[src/rtl/pwmr_pkg.sv]
package pwmr_pkg;

  typedef enum logic [3:0] {
    RK_NONE, RK_PRESC, RK_CLKSEL, RK_CTRL, RK_PERIOD,
    RK_COMPARE, RK_DATA, RK_INTEN, RK_INTSTAT, RK_WDOG
  } regkind_e;

  typedef struct packed {
    regkind_e   kind;
    logic [3:0] ch;
  } regsel_t;

  localparam int unsigned SEL_STRIDE = 4;
  localparam int unsigned CTL_W      = 4;

  // control field base: channel 0 at bit 0, later channels from bit 8 in steps of 4
  function automatic int unsigned ctrl_pos(input int unsigned c);
    return (c == 0) ? 0 : (4 + 4 * c);
  endfunction

endpackage

[src/rtl/pwmr_decode.sv]
module pwmr_decode
  import pwmr_pkg::*;
#(
  parameter int unsigned AW  = 12,
  parameter int unsigned NCH = 4
) (
  input  logic [AW-1:0] addr,
  output regsel_t       sel
);
  localparam int unsigned CH_BASE  = 3;
  localparam int unsigned INT_BASE = CH_BASE + 3 * NCH;
  localparam int unsigned WD_BASE  = INT_BASE + 2;

  logic [31:0] w;

  always_comb begin
    w   = 32'(addr[AW-1:2]);
    sel = '{kind: RK_NONE, ch: 4'd0};
    if (addr[1:0] == 2'b00) begin
      if (w == 32'd0) sel.kind = RK_PRESC;
      if (w == 32'd1) sel.kind = RK_CLKSEL;
      if (w == 32'd2) sel.kind = RK_CTRL;
      if (w == 32'(INT_BASE))     sel.kind = RK_INTEN;
      if (w == 32'(INT_BASE + 1)) sel.kind = RK_INTSTAT;
      for (int c = 0; c < NCH; c++) begin
        if (w == 32'(CH_BASE + 3 * c)) begin sel.kind = RK_PERIOD;  sel.ch = 4'(c); end
        if (w == 32'(CH_BASE + 3 * c + 1)) begin sel.kind = RK_COMPARE; sel.ch = 4'(c); end
        if (w == 32'(CH_BASE + 3 * c + 2)) begin sel.kind = RK_DATA;    sel.ch = 4'(c); end
        if (w == 32'(WD_BASE + c)) begin sel.kind = RK_WDOG; sel.ch = 4'(c); end
      end
    end
  end
endmodule

[src/rtl/pwmr_shared.sv]
module pwmr_shared
  import pwmr_pkg::*;
#(
  parameter int unsigned NCH = 4,
  parameter int unsigned PW  = 8,
  parameter int unsigned SW  = 3,
  parameter int unsigned DW  = 32
) (
  input  logic              clk,
  input  logic              rst_n,
  input  logic              wr_en,
  input  regkind_e          wr_kind,
  input  logic [DW-1:0]     wr_data,
  output logic [DW-1:0]     presc_word,
  output logic [DW-1:0]     clksel_word,
  output logic [DW-1:0]     ctrl_word,
  output logic [NCH*PW-1:0] prescale_o,
  output logic [NCH*SW-1:0] clksel_o,
  output logic [NCH-1:0]    enable_o,
  output logic [NCH-1:0]    invert_o,
  output logic [NCH-1:0]    toggle_o,
  output logic [NCH-1:0]    upd_o
);
  localparam int unsigned NPAIR = (NCH + 1) / 2;

  logic [PW-1:0]    pre_q [NPAIR];
  logic [SW-1:0]    cs_q  [NCH];
  logic [CTL_W-1:0] ct_q  [NCH];
  logic pre_we, cs_we, ct_we;

  assign pre_we = wr_en && (wr_kind == RK_PRESC);
  assign cs_we  = wr_en && (wr_kind == RK_CLKSEL);
  assign ct_we  = wr_en && (wr_kind == RK_CTRL);

  always_ff @(posedge clk or negedge rst_n) begin
    if (!rst_n) begin
      for (int p = 0; p < NPAIR; p++) pre_q[p] <= '0;
      for (int c = 0; c < NCH; c++) begin
        cs_q[c] <= '0;
        ct_q[c] <= '0;
      end
      upd_o <= '0;
    end else begin
      upd_o <= '0;
      if (pre_we) begin
        for (int p = 0; p < NPAIR; p++) begin
          if (wr_data[p*PW +: PW] != pre_q[p]) begin
            pre_q[p]      <= wr_data[p*PW +: PW];
            upd_o[2*p]    <= 1'b1;
            if (2 * p + 1 < NCH) upd_o[2*p+1] <= 1'b1;
          end
        end
      end
      if (cs_we) begin
        for (int c = 0; c < NCH; c++) begin
          if (wr_data[SEL_STRIDE*c +: SW] != cs_q[c]) begin
            cs_q[c]  <= wr_data[SEL_STRIDE*c +: SW];
            upd_o[c] <= 1'b1;
          end
        end
      end
      if (ct_we) begin
        for (int c = 0; c < NCH; c++) begin
          if (wr_data[ctrl_pos(c) +: CTL_W] != ct_q[c]) begin
            ct_q[c]  <= wr_data[ctrl_pos(c) +: CTL_W];
            upd_o[c] <= 1'b1;
          end
        end
      end
    end
  end

  always_comb begin
    presc_word  = '0;
    clksel_word = '0;
    ctrl_word   = '0;
    for (int p = 0; p < NPAIR; p++) presc_word[p*PW +: PW] = pre_q[p];
    for (int c = 0; c < NCH; c++) begin
      clksel_word[SEL_STRIDE*c +: SW] = cs_q[c];
      ctrl_word[ctrl_pos(c) +: CTL_W] = ct_q[c];
    end
  end

  for (genvar c = 0; c < NCH; c++) begin : g_out
    assign prescale_o[c*PW +: PW] = pre_q[c/2];
    assign clksel_o[c*SW +: SW]   = cs_q[c];
    assign enable_o[c]            = ct_q[c][0];
    assign invert_o[c]            = ct_q[c][2];
    assign toggle_o[c]            = ct_q[c][3];
  end

  assert_ctrl_hold_R6: assert property (@(posedge clk) disable iff (!rst_n)
    !ct_we |=> $stable(ctrl_word));
  assert_presc_hold_R4: assert property (@(posedge clk) disable iff (!rst_n)
    !pre_we |=> $stable(prescale_o));
  assert_shared_strobe_cause_R10: assert property (@(posedge clk) disable iff (!rst_n)
    (|upd_o) |-> $past(wr_en));
endmodule

[src/rtl/pwmr_chan.sv]
module pwmr_chan #(
  parameter int unsigned CW = 16,
  parameter int unsigned DW = 32
) (
  input  logic          clk,
  input  logic          rst_n,
  input  logic          per_we,
  input  logic          cmp_we,
  input  logic [DW-1:0] wr_data,
  output logic [CW-1:0] period_o,
  output logic [CW-1:0] compare_o,
  output logic          upd_o
);
  logic [CW-1:0] clipped;

  // values that do not fit clamp to the all-ones maximum
  assign clipped = (|wr_data[DW-1:CW]) ? {CW{1'b1}} : wr_data[CW-1:0];

  always_ff @(posedge clk or negedge rst_n) begin
    if (!rst_n) begin
      period_o  <= '0;
      compare_o <= '0;
      upd_o     <= 1'b0;
    end else begin
      upd_o <= per_we || cmp_we;
      if (per_we) period_o  <= clipped;
      if (cmp_we) compare_o <= clipped;
    end
  end

  assert_period_hold_R2: assert property (@(posedge clk) disable iff (!rst_n)
    !per_we |=> $stable(period_o));
  assert_compare_hold_R2: assert property (@(posedge clk) disable iff (!rst_n)
    !cmp_we |=> $stable(compare_o));
  assert_sat_clamp_R3: assert property (@(posedge clk) disable iff (!rst_n)
    (per_we && (|wr_data[DW-1:CW])) |=> (&period_o));
  assert_chan_strobe_cause_R10: assert property (@(posedge clk) disable iff (!rst_n)
    upd_o |-> $past(per_we || cmp_we));
endmodule

[src/rtl/pwm_cfg_regs.sv]
module pwm_cfg_regs
  import pwmr_pkg::*;
#(
  parameter int unsigned AW  = 12,
  parameter int unsigned DW  = 32,
  parameter int unsigned NCH = 4,
  parameter int unsigned PW  = 8,
  parameter int unsigned SW  = 3,
  parameter int unsigned CW  = 16
) (
  input  logic              clk,
  input  logic              rst_n,
  input  logic              req_valid,
  input  logic              req_write,
  input  logic [AW-1:0]     req_addr,
  input  logic [DW-1:0]     req_wdata,
  input  logic [NCH*DW-1:0] ch_data,
  output logic              rsp_valid,
  output logic [DW-1:0]     rsp_rdata,
  output logic              rsp_err,
  output logic [NCH*PW-1:0] ch_prescale,
  output logic [NCH*SW-1:0] ch_clksel,
  output logic [NCH-1:0]    ch_enable,
  output logic [NCH-1:0]    ch_invert,
  output logic [NCH-1:0]    ch_toggle,
  output logic [NCH*CW-1:0] ch_period,
  output logic [NCH*CW-1:0] ch_compare,
  output logic [NCH-1:0]    ch_update
);
  localparam int unsigned CHW = (NCH > 1) ? $clog2(NCH) : 1;

  regsel_t       sel;
  logic          wr, rd;
  logic [DW-1:0] presc_word, clksel_word, ctrl_word;
  logic [NCH-1:0] sh_upd, cu_upd;
  logic [CW-1:0] per_arr [NCH];
  logic [CW-1:0] cmp_arr [NCH];
  logic [DW-1:0] inten_q, intst_q;
  logic [DW-1:0] wdog_q [NCH];
  logic [DW-1:0] rd_val;
  logic          rd_hit;
  logic [CHW-1:0] sel_ch;

  assign wr     = req_valid && req_write;
  assign rd     = req_valid && !req_write;
  assign sel_ch = sel.ch[CHW-1:0];

  pwmr_decode #(.AW(AW), .NCH(NCH)) u_dec (.addr(req_addr), .sel(sel));

  pwmr_shared #(.NCH(NCH), .PW(PW), .SW(SW), .DW(DW)) u_shared (
    .clk(clk), .rst_n(rst_n), .wr_en(wr), .wr_kind(sel.kind), .wr_data(req_wdata),
    .presc_word(presc_word), .clksel_word(clksel_word), .ctrl_word(ctrl_word),
    .prescale_o(ch_prescale), .clksel_o(ch_clksel), .enable_o(ch_enable),
    .invert_o(ch_invert), .toggle_o(ch_toggle), .upd_o(sh_upd)
  );

  for (genvar c = 0; c < NCH; c++) begin : g_ch
    logic per_we, cmp_we;
    assign per_we = wr && (sel.kind == RK_PERIOD)  && (sel.ch == 4'(c));
    assign cmp_we = wr && (sel.kind == RK_COMPARE) && (sel.ch == 4'(c));
    pwmr_chan #(.CW(CW), .DW(DW)) u_chan (
      .clk(clk), .rst_n(rst_n), .per_we(per_we), .cmp_we(cmp_we),
      .wr_data(req_wdata), .period_o(per_arr[c]), .compare_o(cmp_arr[c]),
      .upd_o(cu_upd[c])
    );
    assign ch_period[c*CW +: CW]  = per_arr[c];
    assign ch_compare[c*CW +: CW] = cmp_arr[c];
  end

  assign ch_update = sh_upd | cu_upd;

  // storage-only words
  always_ff @(posedge clk or negedge rst_n) begin
    if (!rst_n) begin
      inten_q <= '0;
      intst_q <= '0;
      for (int c = 0; c < NCH; c++) wdog_q[c] <= '0;
    end else if (wr) begin
      if (sel.kind == RK_INTEN)   inten_q <= req_wdata;
      if (sel.kind == RK_INTSTAT) intst_q <= req_wdata;
      if (sel.kind == RK_WDOG)    wdog_q[sel_ch] <= req_wdata;
    end
  end

  always_comb begin
    rd_hit = 1'b1;
    rd_val = '0;
    unique case (sel.kind)
      RK_PRESC:   rd_val = presc_word;
      RK_CLKSEL:  rd_val = clksel_word;
      RK_CTRL:    rd_val = ctrl_word;
      RK_PERIOD:  rd_val = DW'(per_arr[sel_ch]);
      RK_COMPARE: rd_val = DW'(cmp_arr[sel_ch]);
      RK_DATA:    rd_val = ch_data[sel_ch*DW +: DW];
      RK_INTEN:   rd_val = inten_q;
      RK_INTSTAT: rd_val = intst_q;
      RK_WDOG:    rd_val = wdog_q[sel_ch];
      default:    rd_hit = 1'b0;
    endcase
  end

  always_ff @(posedge clk or negedge rst_n) begin
    if (!rst_n) begin
      rsp_valid <= 1'b0;
      rsp_rdata <= '0;
      rsp_err   <= 1'b0;
    end else begin
      rsp_valid <= rd;
      rsp_rdata <= (rd && rd_hit) ? rd_val : '0;
      rsp_err   <= rd && !rd_hit;
    end
  end

  assert_rsp_after_read_R11: assert property (@(posedge clk) disable iff (!rst_n)
    (req_valid && !req_write) |=> rsp_valid);
  assert_no_rsp_idle_R11: assert property (@(posedge clk) disable iff (!rst_n)
    !(req_valid && !req_write) |=> (!rsp_valid && !rsp_err && rsp_rdata == '0));
  assert_err_zero_data_R9: assert property (@(posedge clk) disable iff (!rst_n)
    rsp_err |-> (rsp_valid && rsp_rdata == '0));
endmodule

[config.mk]
export PLATFORM = sky130hd
export DESIGN_NAME = pwm_cfg_regs
export DESIGN_NICKNAME = d
export VERILOG_FILES = /design/src/rtl/pwmr_pkg.sv /design/src/rtl/pwmr_decode.sv /design/src/rtl/pwmr_shared.sv /design/src/rtl/pwmr_chan.sv /design/src/rtl/pwm_cfg_regs.sv
export SDC_FILE = /design/constraint.sdc
export NUM_CORES = 1
export LEC_CHECK = 0
export BUFFER_PORTS_ARGS = -buffer_cell sky130_fd_sc_hd__buf_4
export CAP_MARGIN = 15
export CORE_MARGIN = 5
export CORE_UTILIZATION = 46
export DETAILED_ROUTE_END_ITERATION = 8
export PLACE_DENSITY = 0.7
export SKIP_LAST_GASP = 1
export SYNTH_ARGS = -nofsm -noshare
export SYNTH_HDL_FRONTEND = slang
export SYNTH_SLANG_ARGS = --single-unit
[constraint.sdc]
create_clock -name clk -period 4.9 [get_ports clk]
set_input_delay 0.735 -clock clk [delete_from_list [all_inputs] [get_ports clk]]
set_output_delay 0.735 -clock clk [all_outputs]
set_load 0.1 [all_outputs]
==> impl.org, run 1 <==
** Floorplanning
- Die X-Extent :: 215.9 um
- The total area inside the core boundary comes to 0.04195 mm^2.
- Height of the die :: 215.9 um
- The initialized floorplan defines 75 standard-cell rows.
- Die footprint :: 0.04663 mm^2
- Effective utilization at floorplan :: 0.4651
- During I/O placement, the number of pins put on the boundary was 398.

** Synth
- Synthesized area per cell :: 11.28 um^2
- Post-synth top cells :: sky130_fd_sc_hd__dfrtp_1, sky130_fd_sc_hd__mux2_2, sky130_fd_sc_hd__nand2_1
- Distinct cell type count after synthesis :: 65
- After synthesis the cells add up to 0.01951 mm^2.
- Yosys Warn Count :: 0
- Of all flip-flops after synthesis, the portion carrying an async set or reset was 1.000.
- The largest total area in the synthesized netlist belongs to sky130_fd_sc_hd__dfrtp_1.
- When the netlist entered floorplanning its net count stood at 1,905.
- Counting flops with a built-in enable in the synthesized netlist gives 0.
- Largest cells by area after synthesis :: sky130_fd_sc_hd__dfrtp_1, sky130_fd_sc_hd__mux2_2, sky130_fd_sc_hd__nand2_1, sky130_fd_sc_hd__o21ai_0, sky130_fd_sc_hd__a22oi_1
- Of the post-synthesis cell area, the dominant cell type holds 0.5208.
- Counting flops and latches in the post-synthesis netlist gives 406.
- Count of mapped cells out of synthesis :: 1,729
- Among all flip-flop cells after synthesis, the most frequent one is sky130_fd_sc_hd__dfrtp_1.
- Of the synthesized area, sequential elements account for 0.5208.
- Most frequent cell after synthesis :: sky130_fd_sc_hd__dfrtp_1

** Setup path
- On the critical path the largest part of the delay comes from simple AND/OR/NAND/NOR gates.
- Worst Path Class, Setup :: primary input to flip-flop
- STA classifies the critical path endpoint as a flip-flop.
- For the worst setup path, the data required time is 5.34 ns.
- Walking the worst path, the cells encountered are buf_4, or3_1, and3_1, or4b_1, buf_4, nor2_2, nand2_1, mux2_2.
- Longest individual stage delay on the worst path :: 0.72 ns
- For this design, the slowest cell found on the critical path is sky130_fd_sc_hd__nand2_1.
- Buffering stage count on the worst path with inverters included :: 2
- Startpoint Class :: primary input
- Most prevalent standard cell on the critical path :: sky130_fd_sc_hd__buf_4
- Critical path arrival :: 4.01 ns
- In this run the worst path has a maximum fanout of 21.

** Timing
- The final number of hold-violating endpoints came to 0.
- Transition at the pin with the smallest max-transition slack :: 1.114 ns
- Max-slew violation total from the final report :: 0
- Final setup violation count :: 0
- On the final layout, the worst clock skew is 0.02659 ns.
- The smallest clock period supported by the final layout is computed as 3.575 ns.
- Setup total negative slack on the finished layout was measured at 0 ns.
- RSZ-0062 raised after global routing :: no
- Measured against its own limit, the worst slew margin works out to 0.2557.
- Static timing analysis puts the maximum clock frequency at 0.2797 GHz.
- Of the available clock period, the critical path in the final layout requires 0.7297.
- Fin Hold WS :: 0.1456 ns
- Post-route worst setup slack :: 1.325 ns

** Route
- Pre-antenna DRT Iters :: 8
- Total via count in the routed design :: 15,888
- Number of violations reported at the end of detailed-routing iteration 0 :: 1,369
- Antenna Violating Nets Remaining :: 0
- In the routed design, unresolved DRC markers number 0.
- Wirelength per Cell :: 26.01 um
- Routed vias/inst :: 6.071
- For this block, the routed nets add up to 68,080 um of wire.

** Pwr
- Of the total power, combinational logic draws 0.069.
- Internal power of the cells :: 5.554 mW
- The share of total power dissipated in sequential elements is 0.464.
- For this design the total switching power over the nets is 1.706 mW.
- Share of total power consumed by net switching :: 0.2350
- For this design the ratio of total power to cell area is 299.1 mW/mm^2.
- Leakage :: 11.82 nW
- Max VDD drop :: 246.5 uV
- Total power for the finished layout comes to 7.260 mW.
- The share of total power dissipated in the clock network is 0.467.

** Placement
- During placement, the flow inserted port buffers numbering 397.
- At the end of routability-driven placement, the weighted congestion stood at 0.8547.
- HPWL after DPL :: 48,060 um
- Including well taps, the total number of placed cells is 2,537.
- Area post-placement :: 0.02280 mm^2
- Prior to clock tree synthesis, the placed netlist has a worst setup slack of 0.8941 ns.

** CTS
- For this design, the CTS-stage hold fixing added 0 buffers.
- Clock tree synthesis inserted a total of 43 buffers.
- For this design, the sink count on the clock tree is 406.
- Clock-pin slew was measured on the worst setup and hold paths at 0.06 ns.
- TritonCTS built the clock tree.
- Total number of H-tree levels :: 2
- Worst-skew pair later-pin latency :: 0.58 ns
- The clock passes through at most 3 buffers.
- Number of setup buffers added after CTS :: 0
- Gates resized during post-CTS repair numbered 0.
- Root buffer cell :: sky130_fd_sc_hd__clkbuf_16

** Run
- MaxCap Viol Count :: 0

** GRT
- Summed over all layers, the global routing overflow is 0.
- The number of antenna violations at the first check in global routing came to 1.
- In the global route stage, overall resource usage came out at 0.2834.
- Maximum number of pins on one net before global-route repair :: 123
- The via count of the first global-routing pass came to 16,507.
- Wire length of the first global-routing pass :: 102,800 um

** Finish
- The count of cells in the finished layout, fillers not included, comes to 2,617.
- Number of diodes added for antenna fixing :: 0
- The final layout contains 2,219 nets.
- Of the cells placed in the final design, the portion with a size suffix greater than 1 is 0.3884.
- Layout Utilization :: 0.5786
- From synthesis to final layout, the design area changed by 24.41%.
- Final std cell area, no fill :: 0.02427 mm^2

** Outcome
- The run finished with clean final reports.

** Worst hold path
- Type of the most critical hold path :: primary input to asynchronous set/reset pin
[routing by layer]
metal / vias up / GRT usage / share of wire
met2: 758 / 0.4796 / 0.50
met1: 8031 / 0.3565 / 0.38
met5: - / 0 / 0.00018
li1: 6967 / - / -
met4: 2 / 0.1115 / 0.040
met3: 130 / 0.06222 / 0.083
[power groups by stage]
stage | clock network (mW) | logic, mW | registers, mW
after floorplan | 0 | 0.171 | 3.47
after global placement | 0 | 0.500 | 3.43
after detailed placement | 0 | 0.506 | 3.43
after CTS | 3.42 | 0.508 | 3.37
after global routing | 3.57 | 0.541 | 3.37
final | 3.39 | 0.504 | 3.37
[sequential cells by signal, summed over array words and instances, names as in the netlist, 4 cells and up]
signal,count
wdog_q,128
g_ch.u_chan.compare_o,64
g_ch.u_chan.period_o,64
inten_q,32
intst_q,32
rsp_rdata,32
u_shared.ctrl_word,16
u_shared.presc_word,16
u_shared.clksel_o,12
g_ch.u_chan.upd_o,4
u_shared.upd_o,4
[final timing paths]
check,startpoint,to,slack (ns),cells past startpoint
worst min-delay path,rst_n,u_shared.ctrl_word[18],0.15,1
max in group asynchronous,rst_n,g_ch[2].u_chan.compare_o[13],3.57,2
worst min register to register,wdog_q[25],wdog_q[25],0.50,1
worst max register to register,u_shared.presc_word[13],u_shared.presc_word[12],2.73,4
min in group clk,req_write,rsp_valid,0.41,2
worst max-delay path,req_addr[2],u_shared.ctrl_word[0],1.32,8
[area by class of cell]
| class | instances | area [um^2] |
|---|---|---|
| fill | 3496 | 17680 |
| multi-input combinational | 1148 | 8548 |
| inverter | 2 | 7.507 |
| timing repair buffer | 442 | 3413 |
| clock inverter | 14 | 193.9 |
| clock buffer | 66 | 1274 |
| tap | 539 | 674.4 |
| sequential | 406 | 10160 |
[layout by cell type, fill, tap and decap left out, drive strengths merged, types with 3 or more instances in the layout]
cell	instances
nand4	9
a22o	17
mux2	261
nor4	12
and2	10
mux2i	51
o22a	15
o21ai	165
o41a	3
nor3	18
nand2	213
xnor2	18
dfrtp	406
nand3	9
nor2	38
nand2b	3
a21oi	53
clkbuf	66
a31oi	11
xor2	29
o21a	5
or2	5
o221ai	30
a22oi	70
o22ai	10
buf	442
and3	6
or4	4
clkinv	6
bufinv	4
nor2b	6
a221o	10
o31a	8
inv	4
a222oi	36
[cell families after synthesis]
logic type | after synthesis | share of synthesized area
compound gates | 446 | 0.1573
flops | 406 | 0.5208
simple gates | 343 | 0.07959
buf+inv | 175 | 0.04438
xor+xnor | 47 | 0.02110
mux | 312 | 0.1768
[worst register-to-register path, stage by stage, from the launching register on]
cell,delay (ns)
sky130_fd_sc_hd__dfrtp_1,0.47
sky130_fd_sc_hd__xnor2_1,0.20
sky130_fd_sc_hd__nand4_1,0.14
sky130_fd_sc_hd__o21ai_1,0.80
sky130_fd_sc_hd__mux2_2,0.43
Note: power is estimated with default switching activity, not from simulation.
==> run 2: changes to the inputs <==
clock period = 3.4 ns   (was 4.9 ns; I/O delays follow)
==> run 2 against run 1 <==
Net effect:
- the flow now finishes with violations (negative hold slack)
- clock power is 33% higher
- first-iteration DRC count is 14% higher
- setup slack worse by 0.81 ns
- critical path depth is 1 higher
- count of clock-buffer cells in the layout is 10 lower
- die area stayed put
- combinational power is 49% higher
- register-to-register slack worse by 1.6 ns
- sequential share of layout area is 0.54 points lower
- sequential power is 44% higher
- critical endpoint is now rsp_rdata[3]
==> impl.org, run 2 (synthesis results as in run 1) <==
** Outcome
- The flow ran to the end, but the final reports show violations.
- The checks that failed: negative hold slack.

** Setup path
- The arrival time reported for the critical path endpoint is 3.35 ns (-0.66 ns).
- Crit Reg-Reg Endpoint :: u_shared.upd_o[0]
- The number of cells on the worst reg-to-reg path is 4 (unchanged).
- Most prevalent standard cell on the critical path :: sky130_fd_sc_hd__buf_4
- Worst Path Required :: 3.86 ns (-1.48 ns)
- Slowest cell on the critical path :: sky130_fd_sc_hd__a222oi_1
- R2R Path Start :: u_shared.presc_word[5]
- The worst setup path is captured at a flip-flop.
- The most critical setup path has its startpoint at req_addr[3].
- The critical path in this run is classified as primary input to flip-flop.
- Longest individual stage delay on the worst path :: 0.51 ns (-0.21 ns)
- Startpoint Class :: primary input
- The signal on the critical path passes through buf_4, mux2i_1, o32a_1, and2_4, buf_4, mux2_2, a222oi_1, o221ai_1, o31a_1.
- The largest fanout of any net on the critical path came to 23 (+9.5%).
- The worst setup slack for register-to-register paths came to 1.16 ns (-1.57 ns).
- In this run the worst setup path terminates at rsp_rdata[3].

** CTS
- Number of hold buffers added after CTS :: 0 (unchanged)
- Clock transition at the registers of the reported paths :: 0.06 ns (about the same)
- The clock latency reported for the late side of the worst-skew pair was 0.57 ns (about the same).
- Total number of H-tree levels :: 2 (unchanged)
- The number of setup buffers added after CTS was 0 (unchanged).
- The post-CTS resize count is 0 (unchanged).
- TritonCTS built the clock tree.
- The maximum buffer depth of the clock tree came to 3 (unchanged).
- Total clock sinks :: 406 (unchanged)
- Number of buffers added by the clock tree synthesis step :: 43 (unchanged)
- Root buffer cell :: sky130_fd_sc_hd__clkbuf_16

** Route
- Routed vias/inst :: 6.087 (+0.26%)
- Total via count in the routed design :: 16,204 (+2.0%)
- Wirelength per Cell :: 26.11 um (+0.36%)
- The length of the first detailed-routing pass in iterations came to 7 (-1).
- The post-detailed-routing wire length is 69,500 um (+2.1%).
- Number of violations reported at the end of detailed-routing iteration 0 :: 1,559 (+14%)
- The number of remaining DRC errors is 0 (unchanged).
- The number of nets with antenna violations after detailed routing is 0 (unchanged).

** Floorplanning
- Effective utilization at floorplan :: 0.4651 (unchanged)
- Die footprint :: 0.04663 mm^2 (unchanged)
- The placement row count came to 75 (unchanged).
- Core Box Area :: 0.04195 mm^2 (unchanged)
- Die X-Extent :: 215.9 um (unchanged)
- The height of the die is 215.9 um (unchanged).
- Number of primary I/O pins :: 398 (unchanged)

** Placement
- Worst setup slack after placement :: -0.01178 ns (-0.9059 ns)
- HPWL after DPL :: 49,640 um (+3.3%)
- IO buf count :: 397 (unchanged)
- Area post-placement :: 0.02326 mm^2 (+2.0%)
- The global placement routability congestion is 0.9127 (+6.8%).

** Finish
- The largest registers in the layout are wdog_q (128), g_ch.u_chan.compare_o (64), g_ch.u_chan.period_o (64).
- Number of nets at the end of the flow :: 2,269 (+2.3%)
- Ranked by flip-flop count, first place goes to wdog_q.
- Area growth from synthesis to final layout :: 26.05%
- Max FFs per register :: 128 (unchanged)
- Leading cell type in the layout, fill and taps excluded :: sky130_fd_sc_hd__buf_4
- Fraction of final layout cells sized beyond drive strength 1 :: 0.4032 (+0.01485)
- In the layout the commonest cells are sky130_fd_sc_hd__buf_4, sky130_fd_sc_hd__dfrtp_1, sky130_fd_sc_hd__mux2_2, sky130_fd_sc_hd__nand2_1, sky130_fd_sc_hd__o21ai_0.
- Number of diodes added for antenna fixing :: 0 (unchanged)
- The utilization after layout was 0.5862 (+0.007606).
- The final standard cell area without fillers is 0.02459 mm^2 (+1.3%).

** GRT
- The residual overflow from global routing came to 0 (unchanged).
- Maximum number of pins on one net before global-route repair :: 104 (-15%)
- Wire length of the first global-routing pass :: 104,300 um (+1.5%)
- The number of antenna violations at the first check in global routing came to 1 (unchanged).
- The via count of the first global-routing pass came to 16,699 (+1.2%).
- Total Routing Usage GR :: 0.2884 (+0.005015)

** Timing
- Final period demand of the worst path :: 2.890 ns
- Final Cycle Share :: 0.8499
- Setup Skew :: 0.01686 ns (-0.009735 ns)
- The final setup violation count is 0 (unchanged).
- The final worst setup slack is 0.5105 ns (-0.8142 ns).
- RSZ-0062 raised after global routing :: no
- Number of failing hold endpoints at the final stage :: 3 (+3)
- Max-slew violation total from the final report :: 0 (unchanged)
- Based on the critical path, the design can be clocked at up to 0.3461 GHz.
- The worst-case headroom to the max-slew limit was 0.2953 (+0.03967).
- The final worst hold slack was -0.01468 ns (-0.1602 ns).
- The aggregate negative setup slack is 0 ns (unchanged).
- Transition at the pin with the smallest max-transition slack :: 1.050 ns (-0.06385 ns)

** Worst hold path
- The path class of the tightest hold or removal check is primary input to asynchronous set/reset pin.

** Pwr
- The power per cell area was 411.1 mW/mm^2 (+37%).
- The maximum VDD drop was 327.0 uV (+33%).
- The leakage power came to 12.03 nW (+1.8%).

** Run
- The max-cap violation count came to 0 (unchanged).
-- run 2: cell types whose count changed in the layout (fill, tap and decap cells not counted), sizes merged --
cell / previous run / this run
clkbuf: 66 / 56
clkinv: 6 / 15
buf: 442 / 492
bufinv: 4 / 1
inv: 4 / 3
-- run 2: worst min path at each step --
stage / start / end / cells after the start
floorplan: rst_n / g_ch[0].u_chan.compare_o[0] / 0
global placement: wdog_q[104] / wdog_q[104] / 1
detailed placement: wdog_q[104] / wdog_q[104] / 1
CTS: rst_n / rsp_rdata[18] / 1
global route: rst_n / rsp_rdata[18] / 1
finish: rst_n / rsp_rdata[18] / 1
-- run 2: area by class of cell --
type / count / area, um^2
Fill cell: 3482 / 17360
Sequential cell: 406 / 10160
Clock inverter: 19 / 140.1
Multi-Input combinational cell: 1148 / 8546
Inverter: 2 / 7.507
Timing Repair Buffer: 492 / 3876
Tap cell: 539 / 674.4
Clock buffer: 56 / 1186
-- run 2: stage by stage --
step | cells | total power [mW]
after detailed placement | 2587 | 5.693
final | 2662 | 10.11
after global routing | 2662 | 10.42
after CTS | 2662 | 10.16
after global placement | 2587 | 5.683
after floorplan | 1729 | 5.244
-- run 2: worst max-delay path: cells and delay by family --
family | cells | cell delay (ns)
compound gates | 4 | 1.31
buf+inv | 2 | 0.44
simple gates | 1 | 0.46
mux | 2 | 0.60
-- run 2: where the power goes --
part / switching [mW] / internal, mW / total [mW] / leakage [nW]
Sequential: 0.0105 / 4.84 / 4.85 / 5.67
Combinational: 0.470 / 0.282 / 0.753 / 5.70
Clock: 1.96 / 2.54 / 4.50 / 0.661
-- run 2: routing by layer --
layer	track usage	share of wire
met1	0.3687	0.39
met2	0.4835	0.49
met3	0.05984	0.079
met4	0.1145	0.041
met5	0	0
